===== config.mk =====
export PLATFORM = sky130hd
export DESIGN_NAME = volctl_serial_if
export DESIGN_NICKNAME = d
export VERILOG_FILES = /design/src/rtl/volctl_pkg.sv /design/src/rtl/volctl_sync.sv /design/src/rtl/volctl_rx.sv /design/src/rtl/volctl_regs.sv /design/src/rtl/volctl_serial_if.sv
export SDC_FILE = /design/constraint.sdc
export NUM_CORES = 1
export LEC_CHECK = 0
export CAP_MARGIN = 25
export CORE_MARGIN = 2
export CORE_UTILIZATION = 39
export CTS_CLUSTER_SIZE = 20
export DETAILED_ROUTE_END_ITERATION = 10
export DONT_BUFFER_PORTS = 1
export GPL_ROUTABILITY_DRIVEN = 0
export PLACE_DENSITY = 0.58
export SLEW_MARGIN = 30
export SYNTH_ARGS = -nofsm -noshare
export SYNTH_HDL_FRONTEND = slang
export SYNTH_HIERARCHICAL = 1
export SYNTH_SLANG_ARGS = --single-unit

===== constraint.sdc =====
create_clock -name clk -period 3.3 [get_ports clk]
set_input_delay 0.495 -clock clk [delete_from_list [all_inputs] [get_ports clk]]
set_output_delay 0.495 -clock clk [all_outputs]
set_load 0.02 [all_outputs]

===== src/rtl/volctl_pkg.sv =====
package volctl_pkg;
    typedef enum logic [1:0] {
        ST_IDLE  = 2'd0,
        ST_SHIFT = 2'd1,
        ST_DONE  = 2'd2
    } rx_state_t;

    localparam int BYTE_W = 8;
endpackage


===== src/rtl/volctl_sync.sv =====
module volctl_sync #(
    parameter int          W       = 4,
    parameter logic [W-1:0] RST_VAL = '0
) (
    input  logic         clk,
    input  logic         rst_n,
    input  logic [W-1:0] async_i,
    output logic [W-1:0] sync_o,
    output logic [W-1:0] rise_o,
    output logic [W-1:0] fall_o
);
    logic [W-1:0] meta_q;
    logic [W-1:0] sync_q;
    logic [W-1:0] prev_q;

    always_ff @(posedge clk or negedge rst_n) begin
        if (!rst_n) begin
            meta_q <= RST_VAL;
            sync_q <= RST_VAL;
            prev_q <= RST_VAL;
        end else begin
            meta_q <= async_i;
            sync_q <= meta_q;
            prev_q <= sync_q;
        end
    end

    for (genvar i = 0; i < W; i++) begin : g_edge
        assign rise_o[i] = sync_q[i] & ~prev_q[i];
        assign fall_o[i] = ~sync_q[i] & prev_q[i];
    end

    assign sync_o = sync_q;
endmodule


===== src/rtl/volctl_rx.sv =====
module volctl_rx
    import volctl_pkg::*;
(
    input  logic              clk,
    input  logic              rst_n,
    input  logic              wr_act,
    input  logic              sclk_fall,
    input  logic              sdat,
    output logic              byte_vld,
    output logic [BYTE_W-1:0] byte_q
);
    localparam int CNT_W = $clog2(BYTE_W);

    rx_state_t         state_q, state_d;
    logic [CNT_W-1:0]  cnt_q;
    logic [BYTE_W-1:0] sreg_q;
    logic              last_bit;

    assign last_bit = sclk_fall && (cnt_q == CNT_W'(BYTE_W - 1));

    always_ff @(posedge clk or negedge rst_n) begin
        if (!rst_n) state_q <= ST_IDLE;
        else        state_q <= state_d;
    end

    always_comb begin
        state_d = state_q;
        unique case (state_q)
            ST_IDLE:  if (wr_act) state_d = ST_SHIFT;
            ST_SHIFT: begin
                if (!wr_act)       state_d = ST_IDLE;
                else if (last_bit) state_d = ST_DONE;
            end
            ST_DONE:  state_d = wr_act ? ST_SHIFT : ST_IDLE;
            default:  state_d = ST_IDLE;
        endcase
    end

    always_ff @(posedge clk or negedge rst_n) begin
        if (!rst_n) begin
            cnt_q  <= '0;
            sreg_q <= '0;
        end else if (state_q == ST_SHIFT && wr_act) begin
            if (sclk_fall) begin
                sreg_q <= {sreg_q[BYTE_W-2:0], sdat};
                cnt_q  <= cnt_q + 1'b1;
            end
        end else begin
            cnt_q <= '0;
        end
    end

    assign byte_vld = (state_q == ST_DONE);
    assign byte_q   = sreg_q;
endmodule


===== src/rtl/volctl_regs.sv =====
module volctl_regs
    import volctl_pkg::*;
#(
    parameter int NUM_CH   = 6,
    parameter int MASTER_W = 7,
    parameter int CHAN_W   = 5,
    parameter int ADDR_W   = 3
) (
    input  logic                     clk,
    input  logic                     rst_n,
    input  logic                     byte_vld,
    input  logic [BYTE_W-1:0]        byte_q,
    input  logic                     load,
    output logic [ADDR_W-1:0]        sel_o,
    output logic [MASTER_W-1:0]      shadow_m_o,
    output logic [NUM_CH*CHAN_W-1:0] shadow_c_o,
    output logic [MASTER_W-1:0]      master_o,
    output logic [NUM_CH*CHAN_W-1:0] chan_o,
    output logic                     mute_o
);
    localparam logic [ADDR_W-1:0] SEL_NONE = {ADDR_W{1'b1}};

    logic is_addr, is_level;
    logic [ADDR_W-1:0] sel_q;
    logic [MASTER_W-1:0] shm_q, actm_q;
    logic mute_q;

    assign is_addr  = byte_vld &  byte_q[BYTE_W-1];
    assign is_level = byte_vld & ~byte_q[BYTE_W-1];

    always_ff @(posedge clk or negedge rst_n) begin
        if (!rst_n) begin
            sel_q  <= SEL_NONE;
            shm_q  <= '0;
            actm_q <= '0;
            mute_q <= 1'b1;
        end else begin
            if (is_addr) sel_q <= byte_q[ADDR_W-1:0];
            if (is_level && sel_q == '0) shm_q <= byte_q[MASTER_W-1:0];
            if (load) begin
                actm_q <= shm_q;
                mute_q <= 1'b0;
            end
        end
    end

    for (genvar g = 0; g < NUM_CH; g++) begin : g_ch
        logic [CHAN_W-1:0] sh_q, act_q;
        always_ff @(posedge clk or negedge rst_n) begin
            if (!rst_n) begin
                sh_q  <= '0;
                act_q <= '0;
            end else begin
                if (is_level && sel_q == ADDR_W'(g + 1)) sh_q <= byte_q[CHAN_W-1:0];
                if (load) act_q <= sh_q;
            end
        end
        assign shadow_c_o[g*CHAN_W +: CHAN_W] = sh_q;
        assign chan_o[g*CHAN_W +: CHAN_W]     = act_q;
    end

    assign sel_o      = sel_q;
    assign shadow_m_o = shm_q;
    assign master_o   = actm_q;
    assign mute_o     = mute_q;
endmodule


===== src/rtl/volctl_serial_if.sv =====
module volctl_serial_if
    import volctl_pkg::*;
#(
    parameter int NUM_CH   = 6,
    parameter int MASTER_W = 7,
    parameter int CHAN_W   = 5,
    parameter int ADDR_W   = 3
) (
    input  logic                     clk,
    input  logic                     rst_n,
    input  logic                     sclk_i,
    input  logic                     sdat_i,
    input  logic                     wr_n_i,
    input  logic                     ld_n_i,
    input  logic                     auto_load_i,
    output logic [MASTER_W-1:0]      master_att_o,
    output logic [NUM_CH*CHAN_W-1:0] chan_gain_o,
    output logic                     mute_o
);
    // bit order of the synchronized bus: {ld_n, wr_n, sdat, sclk}
    logic [3:0] pins_s, pins_r, pins_f;
    logic       byte_vld;
    logic [BYTE_W-1:0] byte_q;
    logic       load_pulse;
    logic [ADDR_W-1:0] sel;
    logic [MASTER_W-1:0] shadow_m;
    logic [NUM_CH*CHAN_W-1:0] shadow_c;

    volctl_sync #(.W(4), .RST_VAL(4'b1100)) u_sync (
        .clk     (clk),
        .rst_n   (rst_n),
        .async_i ({ld_n_i, wr_n_i, sdat_i, sclk_i}),
        .sync_o  (pins_s),
        .rise_o  (pins_r),
        .fall_o  (pins_f)
    );

    volctl_rx u_rx (
        .clk       (clk),
        .rst_n     (rst_n),
        .wr_act    (~pins_s[2]),
        .sclk_fall (pins_f[0]),
        .sdat      (pins_s[1]),
        .byte_vld  (byte_vld),
        .byte_q    (byte_q)
    );

    assign load_pulse = auto_load_i ? pins_r[2] : ~pins_s[3];

    volctl_regs #(
        .NUM_CH(NUM_CH), .MASTER_W(MASTER_W), .CHAN_W(CHAN_W), .ADDR_W(ADDR_W)
    ) u_regs (
        .clk        (clk),
        .rst_n      (rst_n),
        .byte_vld   (byte_vld),
        .byte_q     (byte_q),
        .load       (load_pulse),
        .sel_o      (sel),
        .shadow_m_o (shadow_m),
        .shadow_c_o (shadow_c),
        .master_o   (master_att_o),
        .chan_o     (chan_gain_o),
        .mute_o     (mute_o)
    );
endmodule


# After elaboration in Yosys (flattened, before gate mapping)
# Cells that the tools add are included.
dict set report op_classes {
  n_addsub 1
  n_eq_ne 12
  muxes 8
  bitwise 9
  reduce_logical 13
}
# op n
set op_table {}
lappend op_table {{equality test 3 bit, second input constant} 4}
lappend op_table {{logical AND 1 bit} 9}
lappend op_table {{equality test 3 x 2 -> 1 bit, second input constant} 2}
lappend op_table {{two-way mux 2 bit} 3}
lappend op_table {{two-way mux 3 bit} 2}
lappend op_table {{one-hot mux 2 bit (3 select lines)} 1}
lappend op_table {{NOT 1 bit} 5}
lappend op_table {{AND 1 bit} 4}
lappend op_table {{AND reduction 2 bit} 2}
lappend op_table {{adder 3 x 1 -> 3 bit, second input constant} 1}
lappend op_table {{equality test 3 x 1 -> 1 bit, second input constant} 1}
lappend op_table {{logical NOT 3 bit} 1}
lappend op_table {{!= test 3 x 2 -> 1 bit, second input constant} 1}
lappend op_table {{equality test 2 x 1 -> 1 bit, second input constant} 1}
lappend op_table {{equality test 2 bit, second input constant} 1}
lappend op_table {{logical NOT 2 bit} 1}
lappend op_table {{two-way mux 1 bit} 2}
lappend op_table {{!= test 2 x 1 -> 1 bit, second input constant} 1}
lappend op_table {{!= test 2 bit, second input constant} 1}
dict set report word_totals {
  reg_bits 102
  input_bits 7
  output_inout_bits 38
}

# Longest topological paths before layout
# Gate-level depths: netlist of run 1.
dict set report depth {
  depth_word 6
  mapped_depth 6
}

# Cells and area by module
# The synthesis of run 1 kept the hierarchy.
# module n_inst cells_each area_each_um2
set by_module_without_submodules {}
lappend by_module_without_submodules {volctl_regs 1 172 3005.4}
lappend by_module_without_submodules {volctl_rx 1 37 553.0}
lappend by_module_without_submodules {volctl_sync 1 20 357.8}
lappend by_module_without_submodules {volctl_serial_if 1 3 17.5}

# Worst setup path before layout of run 1
# No wires, ideal clock.
dict set report synth_path {
  path_kind {reg-to-reg}
  start {register u_sync.sync_q[2] (netlist: u_sync/sync_o[2])}
  end {register u_regs.g_ch[2].act_q[0]}
  setup_time_ns 0.125
  arrival_ns 1.599
  slack_ns 1.576
  path_stages_with_launch 7
  synth_period_minus_slack_ns 1.724
  cell_sequence {dfstp_2 -> nor2b_1 -> inv_1 -> mux2i_1 -> buf_2 -> buf_2 -> mux2_2}
}
dict set report synth_between {
  elab_chain_len 2
}
# element line
set synth_rtl {}
lappend synth_rtl {{start, declared} volctl_sync.sv:13} ;# logic [W-1:0] sync_q;
lappend synth_rtl {{start signal, assigned} volctl_sync.sv:23} ;# sync_q <= meta_q;
lappend synth_rtl {{AND 1 bit} volctl_sync.sv:29} ;# assign rise_o[i] = sync_q[i] & ~prev_q[i];
lappend synth_rtl {{net pins_r[2]} volctl_serial_if.sv:21} ;# logic [3:0] pins_s, pins_r, pins_f;
lappend synth_rtl {{two-way mux 1 bit} volctl_serial_if.sv:48} ;# assign load_pulse = auto_load_i ? pins_r[2] : ~pins_s[3];
lappend synth_rtl {{net load_pulse} volctl_serial_if.sv:24} ;# logic load_pulse;
lappend synth_rtl {{end signal, assigned} volctl_regs.sv:55} ;# if (load) act_q <= sh_q;
lappend synth_rtl {{end, declared} volctl_regs.sv:48} ;# logic [CHAN_W-1:0] sh_q, act_q;
# The timed path passes the listed nets, and every way through them passes these cells.
# A chain may end at the register's enable or synchronous reset.

# Worst setup path in the final report of run 1
dict set report layout_path {
  start {register u_rx.state_q[0]}
  end {register u_regs.g_ch[4].sh_q[0]}
}
dict set report layout_between {
  elab_chain_len 3
}
# element line
set layout_rtl {}
lappend layout_rtl {{start, declared} volctl_rx.sv:14} ;# rx_state_t state_q, state_d;
lappend layout_rtl {{start signal, assigned} volctl_rx.sv:23} ;# else state_q <= state_d;
lappend layout_rtl {{equality test 2 bit} volctl_rx.sv:53} ;# assign byte_vld = (state_q == ST_DONE);
lappend layout_rtl {{net byte_vld} volctl_serial_if.sv:22} ;# logic byte_vld;
lappend layout_rtl {{AND 1 bit} volctl_regs.sv:29} ;# assign is_level = byte_vld & ~byte_q[BYTE_W-1];
lappend layout_rtl {{logical AND 1 bit} volctl_regs.sv:54} ;# if (is_level && sel_q == ADDR_W'(g + 1)) sh_q <= byte_q[CHAN_W-1:0];
lappend layout_rtl {{end signal, assigned} volctl_regs.sv:54}
lappend layout_rtl {{end, declared} volctl_regs.sv:48}
# The timed path passes the listed nets, and every way through them passes these cells.

==> results of run 1 <==
==> repair_timing <==
action | in CTS | in global routing
endpoints found under the hold margin | 101 | 0
setup buffers | 0 | 0
hold buffers | 1 | 0
==> layout make-up <==
type,instances,area (µm²),share of cell area
clock inverter,6,135,0.0316
tap,133,166,0.0389
timing repair buffer,2,35.0,0.00819
multi-input combinational,115,1270,0.296
sequential,101,2540,0.593
inverter,2,7.51,0.00175
clock buffer,10,128,0.0298
==> layer usage <==
| layer | wire length (µm) | up-vias | GRT usage |
|---|---|---|---|
| met3 | 239 | 11 | 0.0450 |
| met4 | 114 | 0 | 0.0445 |
| met2 | 2710 | 37 | 0.168 |
| met1 | 2900 | 940 | 0.165 |
| met5 | 0 | - | 0 |
| li1 | - | 796 | - |
==> cells in the final DEF, fill, tap and decap left out, drive strengths merged <==
cell and count:
nor2b 4, nor2 5, nand2b 1, clkbuf 10
nand4b 1, buf 2, nand2 3, dfrtp 92
dfstp 9, nor3b 3, mux2 85, a21o 1
clkinvlp 2, bufinv 4, mux2i 3, a21boi 1
nand3b 4, and3 1, ha 2, inv 2
xnor2 1
==> power by group through the flow <==
stage | logic (mW) | registers (mW) | clock network (mW)
finish | 0.0850 | 1.34 | 0.979
detailed placement | 0.0606 | 1.37 | 0
floorplan | 0.0530 | 1.32 | 0
global route | 0.0944 | 1.35 | 1.06
CTS | 0.0890 | 1.34 | 1.01
global placement | 0.0588 | 1.37 | 0
==> state kept, by name, indices dropped and copies added (netlist names) <==
signal             cells
u_regs/g_ch.act_q     30
u_regs/g_ch.sh_q      30
u_regs/master_o        7
u_regs/mute_o          1
u_regs/sel_o           3
u_regs/shadow_m_o      7
u_rx/byte_q            8
u_rx/cnt_q             3
u_rx/state_q           2
u_sync/meta_q          4
u_sync/prev_q          2
u_sync/sync_o          4
==> metrics by stage <==
step           setup slack (ps)  cells  total power [mW]  cell area, µm²  utilization
6_report                   1410    369              2.40            4280        0.442
5_1_grt                    1240    369              2.51            4280        0.442
4_1_cts                    1390    369              2.45            4280        0.442
3_5_place_dp               1400    352              1.43            3990        0.412
3_3_place_gp               1460    352              1.43            3990        0.412
2_1_floorplan              1590    224              1.38            3840            -
==> worst max path at each step <==
stage,to
floorplan,u_regs/g_ch[2].act_q[0]$_DFFE_PN0P_
global placement,u_regs/g_ch[4].sh_q[1]$_DFFE_PN0P_
detailed placement,u_regs/g_ch[4].sh_q[1]$_DFFE_PN0P_
CTS,u_regs/g_ch[4].sh_q[0]$_DFFE_PN0P_
global route,u_regs/g_ch[4].sh_q[3]$_DFFE_PN0P_
finish,u_regs/g_ch[4].sh_q[0]$_DFFE_PN0P_
==> reports/metrics.cfg, run 1 <==
[outcome]
status = completed

[worst_hold_path]
min_path_type = input pin to async pin

[place]
place_hpwl_um = 3670
io_buffers = 0

[die]
initial_core_util = 0.397
die_w_um = 103
io_pins = 45
die_h_um = 103
die_area_mm2 = 0.0107
std_cell_rows = 36
placeableCoreArea_mm2 = 0.00968

[cts]
clockBufferDepth = 2
cts-htree-levels = 3
ctsResizeCount = 0
clk_latency_ps = 350
cts_root_buf = clkbuf_8
tritoncts = built
cts_made_buffers = 9
cts.sinks = 101
path_clk_slew_ps = 90

[setup_path]
rr_endpoint = u_regs/g_ch[4].sh_q[0]$_DFFE_PN0P_
cp_top_family = simple AND/OR/NAND/NOR gates
required_ps = 3540
worst_setup_path_end_kind = register
critical_path.cell_chain = nor2b_1 -> nor3b_4 -> and3_1 -> mux2_4
worst-path-stages = 4
critPathLaunchType = register
crit_fanout = 5
cp.arrival_ps = 2130
r2r_setup_slack_ps = 1410
startpoint = u_rx/state_q[0]$_DFFE_PN0P_
slowest_delay_ps = 440
worst-path-buf-inv = 0
reg2regPathDepth = 4
path_class = register to register
slowest_stage = dfrtp_1
rr_startpoint = u_rx/state_q[0]$_DFFE_PN0P_

[cells_and_area]
drive_gt1_frac = 0.513
fillers = 863
nets = 240
antenna_cells = 0
syn2layout_area_growth_pct = 11.3

[detailed_routing]
post_drt_wl_per_cell_um = 16.2
vias = 1784
drc = 0
drt-initial-drc-count = 58
dr.pass1.iters = 4
routed_via_density = 4.83
routed_wl_um = 5970
drtAntennaViolNets = 0

[sta]
setup-violations-final = 0
period_share = 0.572
max_freq_mhz = 530
tns_ps = 0
slew_headroom = 0.563
drv_slew = 0
tightestPinTransition_ps = 654
finalCriticalPeriod_ps = 1890
finalClockSkew_ps = 10.9
hold_violations = 0
rsz0062_at_grt = no
whs_ps = 48.0

[job]
drv_cap = 0

[synth]
netlist_instances = 224
syn_area_mm2 = 0.00384
ys_warn_count = 6
synth_area_per_cell_um2 = 17.2
syn_nets = 233

[grt]
grt_pass1_wl_um = 9320
overflow = 0
grt_usage = 0.118
antenna_found_initial = 0
grt_pass1_vias = 1738
grt_max_degree = 102

[power]
combPwrFrac = 0.035
power.clock.fraction = 0.407
power.switching_mw = 0.517
switching_share = 0.215
power_frac_seq = 0.557
p_per_area_mw_per_mm2 = 561
peakVddDrop_uv = 336
p_leak_nw = 2.13
p_int_mw = 1.89

(Power assumes the default switching activity.)
==> run 2: changes to the inputs <==
--- a/config.mk
+++ b/config.mk
@@ -12,7 +12,7 @@
 export DETAILED_ROUTE_END_ITERATION = 10
 export DONT_BUFFER_PORTS = 1
 export GPL_ROUTABILITY_DRIVEN = 0
-export PLACE_DENSITY = 0.58
+export PLACE_DENSITY = 0.6
 export SLEW_MARGIN = 30
 export SYNTH_ARGS = -nofsm -noshare
 export SYNTH_HDL_FRONTEND = slang
==> constraint.sdc (replaced) <==
create_clock -name clk -period 1.7 [get_ports clk]
set_input_delay 0.255 -clock clk [delete_from_list [all_inputs] [get_ports clk]]
set_output_delay 0.255 -clock clk [all_outputs]
set_load 0.02 [all_outputs]
==> reports/metrics.cfg, run 2 (synthesis gave the netlist of run 1 again) <==
[sta]
max_freq_mhz = 608  ; was 530 MHz
whs_ps = -423  ; was 48.0 ps
slew_headroom = 0.716  ; was 0.563
setup-violations-final = 0  ; unchanged
finalClockSkew_ps = 11.1  ; was 10.9 ps
drv_slew = 0  ; unchanged
hold_violations = 101  ; was 0
tightestPinTransition_ps = 425  ; was 654 ps
period_share = 0.968  ; was 0.572
finalCriticalPeriod_ps = 1650  ; was 1890 ps

[grt]
grt_pass1_wl_um = 9890  ; was 9320 µm
antenna_found_initial = 0  ; unchanged
grt_usage = 0.125  ; was 0.118
overflow = 0  ; unchanged
grt_pass1_vias = 1868  ; was 1738
grt_max_degree = 102  ; unchanged

[setup_path]
required_ps = 1950  ; was 3540 ps
r2r_setup_slack_ps = 50  ; was 1410 ps
crit_fanout = 9  ; was 5
critPathLaunchType = register  ; unchanged
startpoint = u_sync/sync_o[2]$_DFF_PN1_  ; was u_rx/state_q[0]$_DFFE_PN0P_
slowest_delay_ps = 540  ; was 440 ps
reg2regPathDepth = 6  ; was 4
rr_endpoint = u_regs/g_ch[1].act_q[1]$_DFFE_PN0P_  ; was u_regs/g_ch[4].sh_q[0]$_DFFE_PN0P_
slowest_stage = dfstp_2  ; was dfrtp_1
cp.arrival_ps = 1890  ; was 2130 ps
worst_setup_path_end_kind = register  ; unchanged
path_class = register to register  ; unchanged
rr_startpoint = u_sync/sync_o[2]$_DFF_PN1_  ; was u_rx/state_q[0]$_DFFE_PN0P_
critical_path.cell_chain = nor2b_2 -> inv_2 -> mux2i_4 -> buf_12 -> clkbuf_16 -> mux2_2  ; was nor2b_1 -> nor3b_4 -> and3_1 -> mux2_4

[detailed_routing]
dr.pass1.iters = 3  ; was 4
routed_wl_um = 6500  ; was 5970 µm
drtAntennaViolNets = 0  ; unchanged
vias = 1830  ; was 1784
drc = 0  ; unchanged
routed_via_density = 4.80  ; was 4.83
post_drt_wl_per_cell_um = 17.1  ; was 16.2 µm
drt-initial-drc-count = 48  ; was 58

[place]
io_buffers = 0  ; unchanged
place_hpwl_um = 3840  ; was 3670 µm

[cts]
cts_root_buf = clkbuf_8  ; unchanged
clockBufferDepth = 2  ; unchanged
cts-htree-levels = 3  ; unchanged
clk_latency_ps = 360  ; was 350 ps
path_clk_slew_ps = 100  ; was 90 ps
tritoncts = built  ; unchanged
cts_made_buffers = 9  ; unchanged
hold_buffers = 4  ; was 1
cts.sinks = 101  ; unchanged

[die]
die_w_um = 103  ; unchanged
std_cell_rows = 36  ; unchanged
die_area_mm2 = 0.0107  ; unchanged
die_h_um = 103  ; unchanged
initial_core_util = 0.397  ; unchanged
placeableCoreArea_mm2 = 0.00968  ; unchanged
io_pins = 45  ; unchanged

[power]
peakVddDrop_uv = 465  ; was 336 µV
p_per_area_mw_per_mm2 = 961  ; was 561 mW/mm²
p_leak_nw = 2.18  ; was 2.13 nW
power_mw = 4.21  ; was 2.40 mW

[outcome]
status = finished, violations left  ; was completed
violations = hold timing

[cells_and_area]
syn2layout_area_growth_pct = 14.0  ; was 11.3%
utilization = 0.452  ; was 0.442
antenna_cells = 0  ; unchanged
final_common_cell = dfrtp_1  ; unchanged
nets = 252  ; was 240
final_cell_mix = dfrtp_1 (92), mux2_2 (80), clkbuf_8 (10)  ; was dfrtp_1 (92), mux2_2 (80), clkbuf_8 (9), dfstp_2 (9)
drive_gt1_frac = 0.536  ; was 0.513

[job]
drv_cap = 0  ; unchanged

[worst_hold_path]
min_path_type = input pin to async pin  ; unchanged

-- run 2: changes by cell type in the layout (fill, tap and decap cells not counted), sizes merged --
cell         previous run  this run
dlygate4sd3             0         4
inv                     2         5
bufinv                  4         0
clkbuf                 10        12
clkinvlp                2         1
buf                     2         8
clkinv                  0         2
-- run 2: layer usage --
metal / GRT usage / wire (µm)
met1: 0.160 / 2990
met2: 0.193 / 3080
met3: 0.0544 / 366
met4: 0.0395 / 61
met5: 0 / 0
-- run 2: power by group --
| group | internal [mW] | switching, mW |
|---|---|---|
| Combinational | 0.110 | 0.0633 |
| Sequential | 2.46 | 0.140 |
| Clock | 0.598 | 0.840 |
| Total | 3.17 | 1.04 |
-- run 2: area by class of cell --
| cell class | count | area, µm² |
|---|---|---|
| fill | 877 | 5300 |
| sequential | 101 | 2540 |
| multi-input combinational | 115 | 1280 |
| timing repair buffer | 14 | 199 |
| tap | 133 | 166 |
| clock buffer | 10 | 138 |
| clock inverter | 6 | 53.8 |
| inverter | 2 | 7.51 |
-- run 2: critical path, delay by kind of cell (launching register included) --
family	cells	cell delay (ps)
buf+inv	3	370
simple gates	1	140
flops	1	540
mux	2	480
-- run 2: worst max path at each step --
stage                                          end  depth (start not counted)
3_3_place_gp        u_regs/master_o[4]$_DFFE_PN0P_                          5
3_5_place_dp        u_regs/master_o[1]$_DFFE_PN0P_                          5
4_1_cts             u_regs/master_o[1]$_DFFE_PN0P_                          5
5_1_grt        u_regs/g_ch[5].act_q[0]$_DFFE_PN0P_                          6
6_report       u_regs/g_ch[1].act_q[1]$_DFFE_PN0P_                          6
2_1_floorplan  u_regs/g_ch[2].act_q[0]$_DFFE_PN0P_                          6
-- run 2: what timing repair did --
item                       in CTS  in global routing
setup endpoints to repair       0                 48
hold endpoints to repair      105                101
buffers inserted                0                  1
resized for setup               0                  4
-- run 2: through the flow --
step	worst slack (ps)	hold WS [ps]	cells	instance area, µm²	setup TNS, ps
floorplan	37.4	-40.6	224	3850	0
global placement	92.4	-38.3	357	4050	0
detailed placement	51.9	-37.6	357	4050	0
CTS	34.4	-449	377	4290	0
global route	-6.73	-468	381	4380	-13.3
finish	54.3	-423	381	4380	0
